$ cat src/rtl/csa_pop_pkg.sv
package csa_pop_pkg;
  // number of weighted planes per bit column; a group fills 2^PLANES-1 words
  localparam int PLANES      = 4;
  localparam int GROUP_WORDS = (1 << PLANES) - 1;

  typedef enum logic [1:0] {
    PH_FILL  = 2'd0,
    PH_COUNT = 2'd1,
    PH_ADD   = 2'd2
  } phase_e;
endpackage

$ cat src/rtl/csa_bit_slicer.sv
// Per-column counter built from bit-sliced half adders; no carry crosses columns.
module csa_bit_slicer #(
  parameter int WORD_W = 64,
  parameter int PLANES = 4
) (
  input  logic                           clk,
  input  logic                           rst,
  input  logic                           add_en,
  input  logic                           clear,
  input  logic [WORD_W-1:0]              word,
  output logic [PLANES-1:0][WORD_W-1:0]  plane_o
);
  logic [PLANES-1:0][WORD_W-1:0] carry;

  assign carry[0] = word;

  genvar j;
  generate
    for (j = 0; j < PLANES; j++) begin : g_plane
      if (j < PLANES - 1) begin : g_carry
        assign carry[j+1] = plane_o[j] & carry[j];
      end
      always_ff @(posedge clk) begin
        if (rst || clear) begin
          plane_o[j] <= '0;
        end else if (add_en) begin
          plane_o[j] <= plane_o[j] ^ carry[j];
        end
      end
    end
  endgenerate
endmodule

$ cat src/rtl/pop_shift_mask.sv
// Shift-and-mask reduction: pairs, then nibbles, then bytes, and so on.
module pop_shift_mask #(
  parameter int WORD_W = 64,
  localparam int CNT_W = $clog2(WORD_W + 1),
  localparam int LVL   = (WORD_W < 2) ? 1 : $clog2(WORD_W),
  localparam int PAD_W = 1 << LVL
) (
  input  logic [WORD_W-1:0] vec,
  output logic [CNT_W-1:0]  cnt
);
  logic [PAD_W-1:0] acc;
  logic [PAD_W-1:0] msk;

  always_comb begin
    acc = '0;
    acc[WORD_W-1:0] = vec;
    msk = '0;
    for (int k = 0; k < LVL; k++) begin
      for (int i = 0; i < PAD_W; i++) begin
        msk[i] = ((i >> k) & 1) == 0;
      end
      acc = (acc & msk) + ((acc >> (1 << k)) & msk);
    end
    cnt = CNT_W'(acc);
  end
endmodule

$ cat src/rtl/pop_weight_sum.sv
// Scales each plane count by its binary weight and sums them.
module pop_weight_sum #(
  parameter int CNT_W  = 7,
  parameter int PLANES = 4,
  localparam int SUM_W = CNT_W + PLANES
) (
  input  logic [PLANES-1:0][CNT_W-1:0] cnt,
  output logic [SUM_W-1:0]             sum
);
  always_comb begin
    sum = '0;
    for (int j = 0; j < PLANES; j++) begin
      sum = sum + (SUM_W'(cnt[j]) << j);
    end
  end
endmodule

$ cat src/rtl/csa_array_popcount.sv
module csa_array_popcount
  import csa_pop_pkg::*;
#(
  parameter int WORD_W   = 64,
  parameter int LEN_LOG2 = 32,
  localparam int CNT_W   = $clog2(WORD_W + 1),
  localparam int TOTAL_W = LEN_LOG2 + CNT_W,
  localparam int SUM_W   = CNT_W + PLANES,
  localparam int FILL_W  = $clog2(GROUP_WORDS)
) (
  input  logic               clk,
  input  logic               rst,
  input  logic               in_valid,
  output logic               in_ready,
  input  logic [WORD_W-1:0]  in_data,
  input  logic               in_last,
  output logic [TOTAL_W-1:0] total_out,
  output logic               done_out
);
  phase_e                        phase;
  logic [FILL_W-1:0]             fill_n;
  logic                          grp_last;
  logic                          clr_pend;
  logic [PLANES-1:0][WORD_W-1:0] planes;
  logic [PLANES-1:0][CNT_W-1:0]  pc_w;
  logic [PLANES-1:0][CNT_W-1:0]  pc_q;
  logic [SUM_W-1:0]              grp_sum;
  logic                          hs;
  logic                          closing;

  assign in_ready = (phase == PH_FILL);
  assign hs       = in_valid && in_ready;
  assign closing  = hs && (in_last || fill_n == FILL_W'(GROUP_WORDS - 1));

  csa_bit_slicer #(.WORD_W(WORD_W), .PLANES(PLANES)) slicer_i (
    .clk     (clk),
    .rst     (rst),
    .add_en  (hs),
    .clear   (phase == PH_COUNT),
    .word    (in_data),
    .plane_o (planes)
  );

  genvar p;
  generate
    for (p = 0; p < PLANES; p++) begin : g_cnt
      pop_shift_mask #(.WORD_W(WORD_W)) cnt_i (
        .vec (planes[p]),
        .cnt (pc_w[p])
      );
    end
  endgenerate

  pop_weight_sum #(.CNT_W(CNT_W), .PLANES(PLANES)) wsum_i (
    .cnt (pc_q),
    .sum (grp_sum)
  );

  always_ff @(posedge clk) begin
    if (rst) begin
      phase     <= PH_FILL;
      fill_n    <= '0;
      grp_last  <= 1'b0;
      clr_pend  <= 1'b1;
      total_out <= '0;
      done_out  <= 1'b0;
      pc_q      <= '0;
    end else begin
      done_out <= 1'b0;
      case (phase)
        PH_FILL: begin
          if (hs) begin
            if (clr_pend) begin
              total_out <= '0;
              clr_pend  <= 1'b0;
            end
            if (closing) begin
              phase    <= PH_COUNT;
              grp_last <= in_last;
              fill_n   <= '0;
            end else begin
              fill_n <= fill_n + 1'b1;
            end
          end
        end
        PH_COUNT: begin
          pc_q  <= pc_w;
          phase <= PH_ADD;
        end
        PH_ADD: begin
          total_out <= total_out + TOTAL_W'(grp_sum);
          phase     <= PH_FILL;
          if (grp_last) begin
            done_out <= 1'b1;
            clr_pend <= 1'b1;
          end
        end
        default: phase <= PH_FILL;
      endcase
    end
  end
endmodule

$ cat config.mk
export PLATFORM = sky130hd
export DESIGN_NAME = csa_array_popcount
export DESIGN_NICKNAME = d
export VERILOG_FILES = /design/src/rtl/csa_pop_pkg.sv /design/src/rtl/csa_bit_slicer.sv /design/src/rtl/pop_shift_mask.sv /design/src/rtl/pop_weight_sum.sv /design/src/rtl/csa_array_popcount.sv
export SDC_FILE = /design/constraint.sdc
export NUM_CORES = 1
export LEC_CHECK = 0
export BUFFER_PORTS_ARGS = -buffer_cell sky130_fd_sc_hd__buf_2
export CAP_MARGIN = 5
export CORE_MARGIN = 4
export CORE_UTILIZATION = 40
export DETAILED_ROUTE_END_ITERATION = 10
export MAX_ROUTING_LAYER = met4
export SKIP_CTS_REPAIR_TIMING = 1
export SLEW_MARGIN = 10
export SYNTH_ARGS = -nofsm -noshare
export SYNTH_HDL_FRONTEND = slang
export SYNTH_SLANG_ARGS = --single-unit
$ cat constraint.sdc
create_clock -name clk -period 3.97 [get_ports clk]
set_input_delay 0.9925 -clock clk [delete_from_list [all_inputs] [get_ports clk]]
set_output_delay 0.9925 -clock clk [all_outputs]
set_load 0.01 [all_outputs]
# == Word-level counts from Yosys, hierarchy flattened ==
# Index checks and enable logic that the tools add are counted.
# op_classes
n_addsub,29
n_eq_ne,7
n_mux,11
bitwise_logic,8
reduce_logical,12
# ops
operator,n
adder 63 x 63 -> 64 bit,4
bitwise XOR 64 bit,4
adder 62 x 62 -> 63 bit,4
adder 60 x 59 -> 61 bit,4
adder 55 x 53 -> 55 bit,4
bitwise AND 64 bit,3
adder 39 bit,4
2-to-1 mux 39 bit,2
case mux 39 bit (2 select lines),1
adder 39 x 11 -> 39 bit,1
adder 7 bit,4
adder 10 x 10 -> 11 bit,1
adder 9 x 9 -> 10 bit,1
adder 7 x 8 -> 9 bit,1
AND reduction 3 bit,3
"inequality test 2 x 1 -> 1 bit, second input constant",3
"adder 4 x 1 -> 4 bit, second input constant",1
"== test 4 bit, second input constant",1
2-to-1 mux 2 bit,2
2-to-1 mux 4 bit,1
case mux 2 bit (2 select lines),1
AND reduction 2 bit,2
2-to-1 mux 1 bit,3
"== test 2 x 1 -> 1 bit, second input constant",1
9 further kinds,11
# word_totals
regBits,332
output_inout_bits,41
wordCells,81

# == Longest topological paths before layout ==
# depth
depth_word,6
ltp_mapped,19
mapped_depth_nobuf,19

# == Modules after synthesis ==
# From an unflattened synthesis, not the netlist that was laid out.
# hier_totals
hier_cells,2614
hier_area_um2,27325.0
# by_module_without_submodules
module,n_inst,cells_each,area_each_um2,seq_area_each_um2
csa_bit_slicer,1,1090,12373.1,5124.9
pop_shift_mask (g_cnt[2].cnt_i ...),2,261,2713.9,0.0
csa_array_popcount,1,412,3487.1,1521.5
pop_shift_mask (g_cnt[1].cnt_i),1,261,2708.8,0.0
pop_shift_mask (g_cnt[0].cnt_i),1,261,2701.3,0.0
pop_weight_sum,1,68,626.9,0.0

# == Least setup slack after synthesis ==
# Ideal clock, no wire load.
# synth_path
path_kind,register -> register
startpoint,register slicer_i.plane_o[108] in the netlist's numbering
endpoint,register pc_q[12] in the netlist's numbering
setup_ns,0.137
arrival_time_ns,4.108
setup_slack_ns,-0.274
stages_incl_launch_ff,18
path_buffers,0
period_less_slack_ns,4.244
path_cell_list,dfxtp_1 ha_1 ha_1 inv_1 fa_1 inv_1 fa_1 fa_1 inv_1 fa_1 inv_1 ha_1 a21o_1 a21oi_1 o21bai_1 a21oi_1 xor2_1 o22ai_1
# synth_via
elab_chain_cells,6
# synth_lines
item,line,text
"start, declared",csa_bit_slicer.sv:11,output logic [PLANES-1:0][WORD_W-1:0] plane_o
"start signal, assigned by index",csa_bit_slicer.sv:27,plane_o[j] <= plane_o[j] ^ carry[j];
adder 63 x 63 -> 64 bit,pop_shift_mask.sv:22,acc = (acc & msk) + ((acc >> (1 << k)) & msk);
adder 62 x 62 -> 63 bit,pop_shift_mask.sv:22,
adder 60 x 59 -> 61 bit,pop_shift_mask.sv:22,
adder 55 x 53 -> 55 bit,pop_shift_mask.sv:22,
adder 39 bit,pop_shift_mask.sv:22,
adder 7 bit,pop_shift_mask.sv:22,
"end signal, assigned",csa_array_popcount.sv:87,pc_q <= pc_w;
"end, declared",csa_array_popcount.sv:26,logic [PLANES-1:0][CNT_W-1:0] pc_q;
# No other way between the ends.
# A chain may end at the register's enable or synchronous reset.

# == Worst setup path in the final report ==
# layout_path
startpoint,register slicer_i.plane_o[172] in the netlist's numbering
endpoint,register pc_q[19] in the netlist's numbering
# The elaborated chain is that of the path after synthesis.

==> impl_metrics.json <==
{
  "path_max_fanout": 2,
  "cts_tree": "yes",
  "path_class": "reg -> reg",
  "setup_violations": 21,
  "nFillCells": 6021,
  "placed_cells": 4123,
  "yosysSeqAreaShare_pct": 25.0,
  "violations": "setup timing",
  "combPwrFrac_pct": 35.2,
  "rsz0062_at_grt": "true",
  "clockPowerShare_pct": 33.9,
  "status": "finished with violations",
  "cts_sinks": 332,
  "syn-instance-count": 2903,
  "drive_above_1_share_pct": 28.0,
  "start_kind": "flip-flop",
  "ys_ff_latch": 332,
  "min_period_over_period_pct": 109,
  "worstHoldPathType": "reg -> reg",
  "io_pins": 109,
  "p_sw_w": 0.00363,
  "synth_edf_count": 0,
  "final_nets": 4175,
  "maxSlewViolCount": 0,
  "grt_overflow": 0,
  "cp_slowest_cell": "fa_2",
  "relSlewSlack_pct": 33.1,
  "htree_levels": 2,
  "synthArstFlopShare_pct": 0,
  "setup_ws_ps": -342,
  "peakVddDrop_uv": 440,
  "vias": 20200,
  "clock_path_buffers": 3,
  "synthFlopType": "dfxtp_1",
  "path_delay_family": "adder cells",
  "avgViaCountPerCell": 4.78,
  "max_freq_mhz": 232,
  "insertion_delay_ps": 580,
  "design.core.area_um2": 65700,
  "powerDensity_nw_per_um2": 333,
  "drt_pass1_iterations": 5,
  "fin_setup_tns_ps": -4130,
  "dpl.hpwl_um": 45400,
  "path_common_cell": "inv_2",
  "diodes": 0,
  "drc": 0,
  "antenna_found_initial": 1,
  "yosysWarnings": 0,
  "crit_arrival_ps": 4760,
  "hold_ws_ps": 474,
  "clk_pin_slew_ps": 50,
  "switching_share_pct": 32.3,
  "grt_max_degree": 112,
  "worst-path-buf-inv": 4,
  "power_frac_seq_pct": 30.9,
  "power_leakage_nw": 18.3,
  "crit_chain": "ha_4 -> ha_4 -> inv_2 -> fa_1 -> inv_2 -> fa_2 -> fa_2 -> inv_2 -> fa_2 -> inv_2 -> ha_4 -> a21o_1 -> a21oi_2 -> o21bai_1 -> a21oi_2 -> xor2_1 -> o21ai_1",
  "worst_pin_slew_ps": 1000,
  "synth_area_per_cell_um2": 9.14,
  "ant_nets": 0,
  "min_period_ps": 4310,
  "rrSetupSlack_ps": -340,
  "fin_skew_ps": 39.6,
  "wl_per_cell_um": 14.3,
  "yosysUniqueCellTypes": 55,
  "die_x_um": 266,
  "syn_area_um2": 26500,
  "die_area_um2": 70500,
  "grt_first_pass_wirelength_um": 96400,
  "final_cells": 4227,
  "hold_viol_final": 0,
  "io_buffers": 108,
  "globalplace.congestion": 0.833,
  "globalRouteTotalUtil_pct": 17.0,
  "crit_required_ps": 4420,
  "p_int_w": 0.00763,
  "grt_pass1_vias": 19300,
  "die_height_um": 266,
  "critPathCaptureType": "flip-flop",
  "synthToLayoutAreaGrowth_pct": 27.6,
  "max_stage_delay_ps": 630,
  "numCtsBuffers": 43,
  "synth_nets": 3746,
  "drt-total-wl_um": 60400,
  "drtIter0Drc": 847,
  "cts_root_buf": "clkbuf_16",
  "floorplan.initialDensity_pct": 40.4,
  "maxCapViolCount": 0,
  "num_rows": 94
}
## state kept, by name, summed over array words and instances (netlist names)
register          count
pc_q                 28
clr_pend              1
fill_n                4
total_out            39
done_out              1
slicer_i.plane_o    256
grp_last              1
phase                 2
## cell usage after synthesis, drive strengths merged (2+ instances only)
| library cell | n | area (um2) |
|---|---|---|
| ha | 632 | 7910 |
| nand2 | 491 | 1840 |
| dfxtp | 332 | 6650 |
| inv | 324 | 1220 |
| a21oi | 278 | 1390 |
| fa | 143 | 2860 |
| a21o | 126 | 947 |
| xor2 | 117 | 1020 |
| nor2 | 95 | 357 |
| clkbuf | 75 | 282 |
| xnor2 | 58 | 508 |
| o21ai | 41 | 205 |
| buf | 23 | 120 |
| nand2b | 19 | 119 |
| nor2b | 15 | 93.8 |
| o22ai | 13 | 81.3 |
| o31ai | 13 | 97.6 |
| or4 | 12 | 90.1 |
| nand4 | 10 | 77.6 |
| a22oi | 9 | 67.6 |
| nand3 | 9 | 50.1 |
| o21bai | 8 | 60.1 |
| or3 | 8 | 50.1 |
| and2 | 6 | 38.8 |
| o211ai | 5 | 37.5 |
| a211oi | 4 | 30.0 |
| a22o | 4 | 35.0 |
| and3 | 4 | 25.0 |
| a41o | 3 | 31.3 |
| o2111ai | 3 | 26.3 |
| o31a | 3 | 26.3 |
| o41ai | 3 | 26.3 |
| and4 | 2 | 20.0 |
| nor3 | 2 | 10.0 |
| o21a | 2 | 15.0 |
| or4b | 2 | 20.0 |
## path summary, 6_finish.rpt
kind,start,to,cells after the start
max,slicer_i.plane_o[172],pc_q[19],17
min,total_out[12],total_out[12],2
max reg2reg,slicer_i.plane_o[172],pc_q[19],17
min reg2reg,total_out[12],total_out[12],2
## area by class of cell
class | count | area, um2 | area share [%]
multi-input cells | 2149 | 19900 | 58.9
flip-flops and latches | 332 | 6770 | 20.0
repair buffers | 482 | 3500 | 10.3
clock buffers | 65 | 1260 | 3.72
inverters | 324 | 1220 | 3.60
well taps | 864 | 1080 | 3.19
clock inverters | 11 | 90.1 | 0.266
## tightest hold or removal path: cells and delay by family (launching register included)
kind / cells / cell delay [ps]
compound gates: 1 / 50
simple gates: 1 / 60
flops: 1 / 320
## routing by layer
layer,vias up,part of all wire (%),GRT usage (%)
met5,-,0,-
li1,10600,-,-
met4,0,1.9,3.38
met3,71,3.2,2.37
met2,227,47,27.8
met1,9362,48,22.8
## kinds of logic after synthesis
group | count (synthesis) | share of synthesized area [%]
fa+ha+maj | 775 | 40.6
simple gates | 678 | 10.7
compound gates | 520 | 11.8
buf+inv | 423 | 6.13
flops | 332 | 25.0
xor+xnor | 175 | 5.77
## power by group through the flow
stage	clock network, W	registers (W)	logic, W
after detailed placement	0	0.00355	0.00337
after CTS	0.00395	0.00348	0.00338
after global routing	0.00407	0.00349	0.00437
final	0.00382	0.00348	0.00396
after global placement	0	0.00355	0.00334
after floorplan	0	0.00355	0.00194
## cells in the final DEF (no fill, tap or decap), types with 41 or more instances in the layout
| master | n |
|---|---|
| inv_2 | 68 |
| nor2_1 | 94 |
| fa_1 | 106 |
| a21o_1 | 125 |
| buf_4 | 353 |
| dfxtp_2 | 91 |
| ha_1 | 535 |
| a21oi_2 | 41 |
| buf_2 | 109 |
| ha_4 | 80 |
| nand2_1 | 490 |
| clkbuf_16 | 44 |
| xor2_1 | 110 |
| a21oi_1 | 236 |
| dfxtp_1 | 239 |
| inv_1 | 255 |
## per-stage QoR
stage	power, W	cell area, um2	utilization [%]	setup slack, ps
after floorplan	0.00549	27100	-	-91.6
after global placement	0.00689	31000	47.2	-404
after detailed placement	0.00692	31000	47.2	-398
after CTS	0.0108	32400	49.2	-434
after global routing	0.0119	33900	51.5	-524
final	0.0113	33900	51.5	-342
Power figures use the tool's default switching activity.
